`config.mk`:
```
export PLATFORM = sky130hd
export DESIGN_NAME = uirq_rx_event
export DESIGN_NICKNAME = d
export VERILOG_FILES = /design/src/rtl/uirq_pkg.sv /design/src/rtl/uirq_ctrl.sv /design/src/rtl/uirq_datapath.sv /design/src/rtl/uirq_rx_event.sv
export SDC_FILE = /design/constraint.sdc
export NUM_CORES = 1
export LEC_CHECK = 0
export ABC_AREA = 1
export BUFFER_PORTS_ARGS = -buffer_cell sky130_fd_sc_hd__buf_4
export CORE_AREA = 2 2 39 41
export CTS_CLUSTER_SIZE = 30
export DETAILED_ROUTE_END_ITERATION = 10
export DIE_AREA = 0 0 41 43
export GPL_TIMING_DRIVEN = 0
export PLACE_DENSITY_LB_ADDON = 0.25
export RECOVER_POWER = 100
export SYNTH_ARGS = -nofsm -noshare
export SYNTH_HDL_FRONTEND = slang
export SYNTH_HIERARCHICAL = 1
export SYNTH_SLANG_ARGS = --single-unit
```
`constraint.sdc`:
```
create_clock -name clk -period 0.9 [get_ports clk]
set_input_delay 0.18 -clock clk [delete_from_list [all_inputs] [get_ports clk]]
set_output_delay 0.18 -clock clk [all_outputs]
set_load 0.005 [all_outputs]
```
`src/rtl/uirq_pkg.sv`:
```
package uirq_pkg;
  localparam int NUM_SRC = 4;
  localparam int SRC_ERR = 0;
  localparam int SRC_BRK = 1;
  localparam int SRC_CCH = 2;
  localparam int SRC_WAKE = 3;

  typedef struct packed {
    logic wake;
    logic ctrlChar;
    logic brkEdge;
    logic rxErr;
  } evtStrobes_t;
endpackage

```
`src/rtl/uirq_ctrl.sv`:
```
module uirq_ctrl #(
  parameter int DATA_W = 8,
  parameter int CTRL_MAX = 31,
  parameter int DEL_CODE = 127
) (
  input  logic                  clk,
  input  logic                  rstN,
  input  logic                  parityErr,
  input  logic                  overrunErr,
  input  logic                  framingErr,
  input  logic                  breakLevel,
  input  logic [DATA_W-1:0]     rxByte,
  input  logic                  rxValid,
  input  logic                  wakeDetect,
  output uirq_pkg::evtStrobes_t strobes
);
  localparam logic [DATA_W-1:0] CtrlMax = DATA_W'(CTRL_MAX);
  localparam logic [DATA_W-1:0] DelCode = DATA_W'(DEL_CODE);

  logic prevBreak;
  logic isCtrl;

  always_ff @(posedge clk or negedge rstN) begin
    if (!rstN) prevBreak <= 1'b0;
    else       prevBreak <= breakLevel;
  end

  assign isCtrl = (rxByte <= CtrlMax) || (rxByte == DelCode);

  always_comb begin
    strobes.rxErr    = parityErr | overrunErr | framingErr;
    strobes.brkEdge  = breakLevel ^ prevBreak;
    strobes.ctrlChar = rxValid & isCtrl;
    strobes.wake     = wakeDetect;
  end
endmodule

```
`src/rtl/uirq_datapath.sv`:
```
module uirq_datapath #(
  parameter int CTRL_W = 8,
  parameter int EN_LSB = 4
) (
  input  logic                          clk,
  input  logic                          rstN,
  input  logic                          ctrlWe,
  input  logic [CTRL_W-1:0]             ctrlData,
  input  logic [uirq_pkg::NUM_SRC-1:0]  flagClr,
  input  uirq_pkg::evtStrobes_t         strobes,
  output logic [uirq_pkg::NUM_SRC-1:0]  flags,
  output logic [uirq_pkg::NUM_SRC-1:0]  enables,
  output logic                          irq
);
  localparam int NSrc = uirq_pkg::NUM_SRC;

  logic [NSrc-1:0] evtVec;
  assign evtVec = strobes;

  always_ff @(posedge clk or negedge rstN) begin
    if (!rstN)       enables <= '0;
    else if (ctrlWe) enables <= ctrlData[EN_LSB +: NSrc];
  end

  for (genvar s = 0; s < NSrc; s++) begin : g_flag
    always_ff @(posedge clk or negedge rstN) begin
      if (!rstN)          flags[s] <= 1'b0;
      else if (evtVec[s]) flags[s] <= 1'b1;
      else if (flagClr[s]) flags[s] <= 1'b0;
    end
  end

  always_ff @(posedge clk or negedge rstN) begin
    if (!rstN) irq <= 1'b0;
    else       irq <= |(flags & enables);
  end
endmodule

```
`src/rtl/uirq_rx_event.sv`:
```
module uirq_rx_event #(
  parameter int DATA_W = 8,
  parameter int EN_LSB = 4
) (
  input  logic              clk,
  input  logic              rstN,
  input  logic              ctrlWe,
  input  logic [7:0]        ctrlData,
  input  logic [3:0]        flagClr,
  input  logic              parityErr,
  input  logic              overrunErr,
  input  logic              framingErr,
  input  logic              breakLevel,
  input  logic [DATA_W-1:0] rxByte,
  input  logic              rxValid,
  input  logic              wakeDetect,
  output logic [3:0]        flags,
  output logic              irq
);
  uirq_pkg::evtStrobes_t strobes;
  logic [3:0] enables;

  uirq_ctrl #(.DATA_W(DATA_W)) i_ctrl (
    .clk(clk), .rstN(rstN),
    .parityErr(parityErr), .overrunErr(overrunErr), .framingErr(framingErr),
    .breakLevel(breakLevel), .rxByte(rxByte), .rxValid(rxValid),
    .wakeDetect(wakeDetect), .strobes(strobes)
  );

  uirq_datapath #(.CTRL_W(8), .EN_LSB(EN_LSB)) i_dp (
    .clk(clk), .rstN(rstN), .ctrlWe(ctrlWe), .ctrlData(ctrlData),
    .flagClr(flagClr), .strobes(strobes), .flags(flags),
    .enables(enables), .irq(irq)
  );
endmodule

```
==> flow_summary_export.csv <==
group,metric,value,unit
power,power.total,0.00113,W
synth,synthArstFlopShare,1.00,
setup_path,crit_path_max_fanout,2,
detailed_routing,drtIter0Drc,3,
timing,hold_viol,0,
grt,first_global_vias,439,
synth,synthCells,52,
setup_path,cp_cell_sequence,"buf_6",
setup_path,rr_endpoint,"i_dp/irq",
timing,setup_viol,5,
run_status,status,"complete, but fails checks",
clock_tree,clockBufferDepth,2,
worst_hold_path,holdPathStages,1,
synth,synth_edf_count,0,
final_layout,diodes,0,
setup_path,cpLargestDelayFamily,"flip-flops",
synth,synth_top_cell_by_area,"dfrtp_1",
synth,synth_area_per_cell,8.54,sq um
setup_path,rrSetupSlack,70,ps
timing,finalClockSkew,2.26,ps
setup_path,path_class,"reg -> out",
timing,worst_pin_slew,513,ps
setup_path,regToRegStartpoint,"i_dp/flags[3]",
floorplan,start_util,0.321,
floorplan,coreArea,1380,sq um
floorplan,die_h,43,microns
setup_path,worstSetupEndpointType,"output pin",
power,cellLeakagePower,0.427,nW
synth,seq_area_frac_synth,0.563,
placed_design,routabilityCongestion,0.635,
synth,netlist.area_leader.share,0.563,
worst_hold_path,hp-start,"breakLevel",
timing,slew_viol_final,0,
synth,yosys.cell_count.top_type,"nand2_1",
timing,grt_setup_unrepaired,"true",
clock_tree,cts_tree,"yes",
final_layout,final_nets,119,
synth,syn_area,444,sq um
clock_tree,htree_levels,1,
detailed_routing,wire_per_inst,8.74,microns
grt,track_usage,0.142,
clock_tree,cts_made_buffers,3,
worst_hold_path,min_path_type,"in -> reg",
detailed_routing,drc,0,
floorplan,die_x,41,microns
synth,ys.flop_type,"dfrtp_1",
detailed_routing,firstDrtPassIters,2,
timing,max_freq,1.03,GHz
timing,final.setup.worst_slack,-66.6,ps
setup_path,cp-start-kind,"flop",
grt,antenna_found_initial,0,
setup_path,crit_required,720,ps
setup_path,path_buf_inv,1,
final_layout,drive_gt1_frac,0.404,
floorplan,io_pins,34,
worst_hold_path,hold-path-endpoint,"i_ctrl/prevBreak",
power,power_density,1480,nW/um^2
clock_tree,cts.sinks,10,
final_layout,fin_util,0.552,
placed_design,dpl.hpwl,676,microns
floorplan,core.rowCount,14,
setup_path,critPathSlowestCell,"dfrtp_1",
grt,grt_pass1_wl,1670,microns
placed_design,dpl_cell_area,674,sq um
setup_path,reg2reg_depth,5,
placed_design,numPortBuffers,28,
synth,syn_nets,81,
flow_run,cap_violations,0,
timing,period_minus_slack,967,ps
synth,synthTopCellsByCount,"nand2_1 (16), inv_1 (12), dfrtp_1 (10)",
run_status,violations,"setup timing",
synth,ys_warn_count,6,
synth,ys_ff_latch,10,
clock_tree,cts-root-buf,"clkbuf_4",
final_layout,syn2layout_area_growth,71.8,%
setup_path,worstPathArrival,790,ps
clock_tree,path_clk_slew,70,ps
clock_tree,worst_skew_pair.late_latency,270,ps
detailed_routing,wl,918,microns
floorplan,die-area,1760,sq um
setup_path,cp.depth,1,
synth,ys_top_cells_by_area,"dfrtp_1 (56%), nand2_1 (14%), inv_1 (10%)",
detailed_routing,antenna_left,0,
detailed_routing,vias_per_cell,4.19,
final_layout,design_area,763,sq um
grt,grt_max_degree,11,
timing,relSlewSlack,0.658,
timing,period_share,1.07,
detailed_routing,via_count,440,
power,vdd_drop_max,684,uV
timing,setup_tns,-253,ps
grt,gr-total-overflow,0,
setup_path,slowest_delay,400,ps
synth,synth_cell_types,11,
## state kept, by name, summed over array words and instances (netlist names)
signal	cells
i_dp/enables	4
i_dp/flags	4
i_ctrl/prevBreak	1
i_dp/irq	1
## metrics by stage
stage                     std cells  setup WS (ps)  hold slack, ps
after detailed placement         96          -9.00            13.7
after global placement           96          -4.44            14.1
final                           105          -66.6            61.6
after CTS                       105          -57.1            35.6
after floorplan                  52            109            -116
after global routing            105          -98.2            60.7
## worst max path at each step
stage / start / end / slack [ps]
finish: i_dp/flags[3] / flags[3] / -70
global route: i_dp/flags[3] / flags[3] / -100
CTS: i_dp/flags[2] / flags[2] / -60
detailed placement: overrunErr / i_dp/flags[0] / -9
global placement: overrunErr / i_dp/flags[0] / -4
floorplan: overrunErr / i_dp/flags[0] / 110
## metal layers
layer  part of all wire  track usage
met2               0.52        0.206
met5                  0            0
met1               0.39        0.176
met3              0.073       0.0471
met4              0.020       0.0800
## layout make-up
type	count	area [sq um]
fill	136	621
tap	16	20.0
timing repair buffer	33	258
multi-input combinational	29	146
inverter	12	45.0
clock buffer	4	36.3
buffer	1	7.51
sequential	10	250
## kinds of logic (layout without fill, tap and decap cells)
kind of cell / Yosys count / after routing / share of synthesized area
AOI/OAI and AO/OA: 9 / 9 / 0.124
and+or+nand+nor: 19 / 19 / 0.175
DFF: 10 / 10 / 0.563
xor gates and xnor gates: 1 / 1 / 0.0197
buffers and inverters: 13 / 50 / 0.118
## power by group
part / total [W] / internal [W] / switching (W)
clock: 0.000404 / 0.000246 / 0.000158
sequential: 0.000510 / 0.000487 / 0.0000226
combinational: 0.000216 / 0.000143 / 0.0000736
## placed cells by master, fill, tap and decap left out, types with 2 or more instances in the layout
master	count
dfrtp_1	10
buf_6	5
nand2_1	14
clkbuf_4	4
o21ai_0	4
clkbuf_1	3
buf_4	24
nand2_2	2
inv_1	12
o21bai_1	4
## what timing repair did
action,CTS,global route
gates resized for setup,5,2
hold endpoints to repair,10,0
gates cloned,0,0
hold buffers,1,0
setup buffers,4,0
endpoints found under the setup margin,5,6
Power figures use the tool's default switching activity.
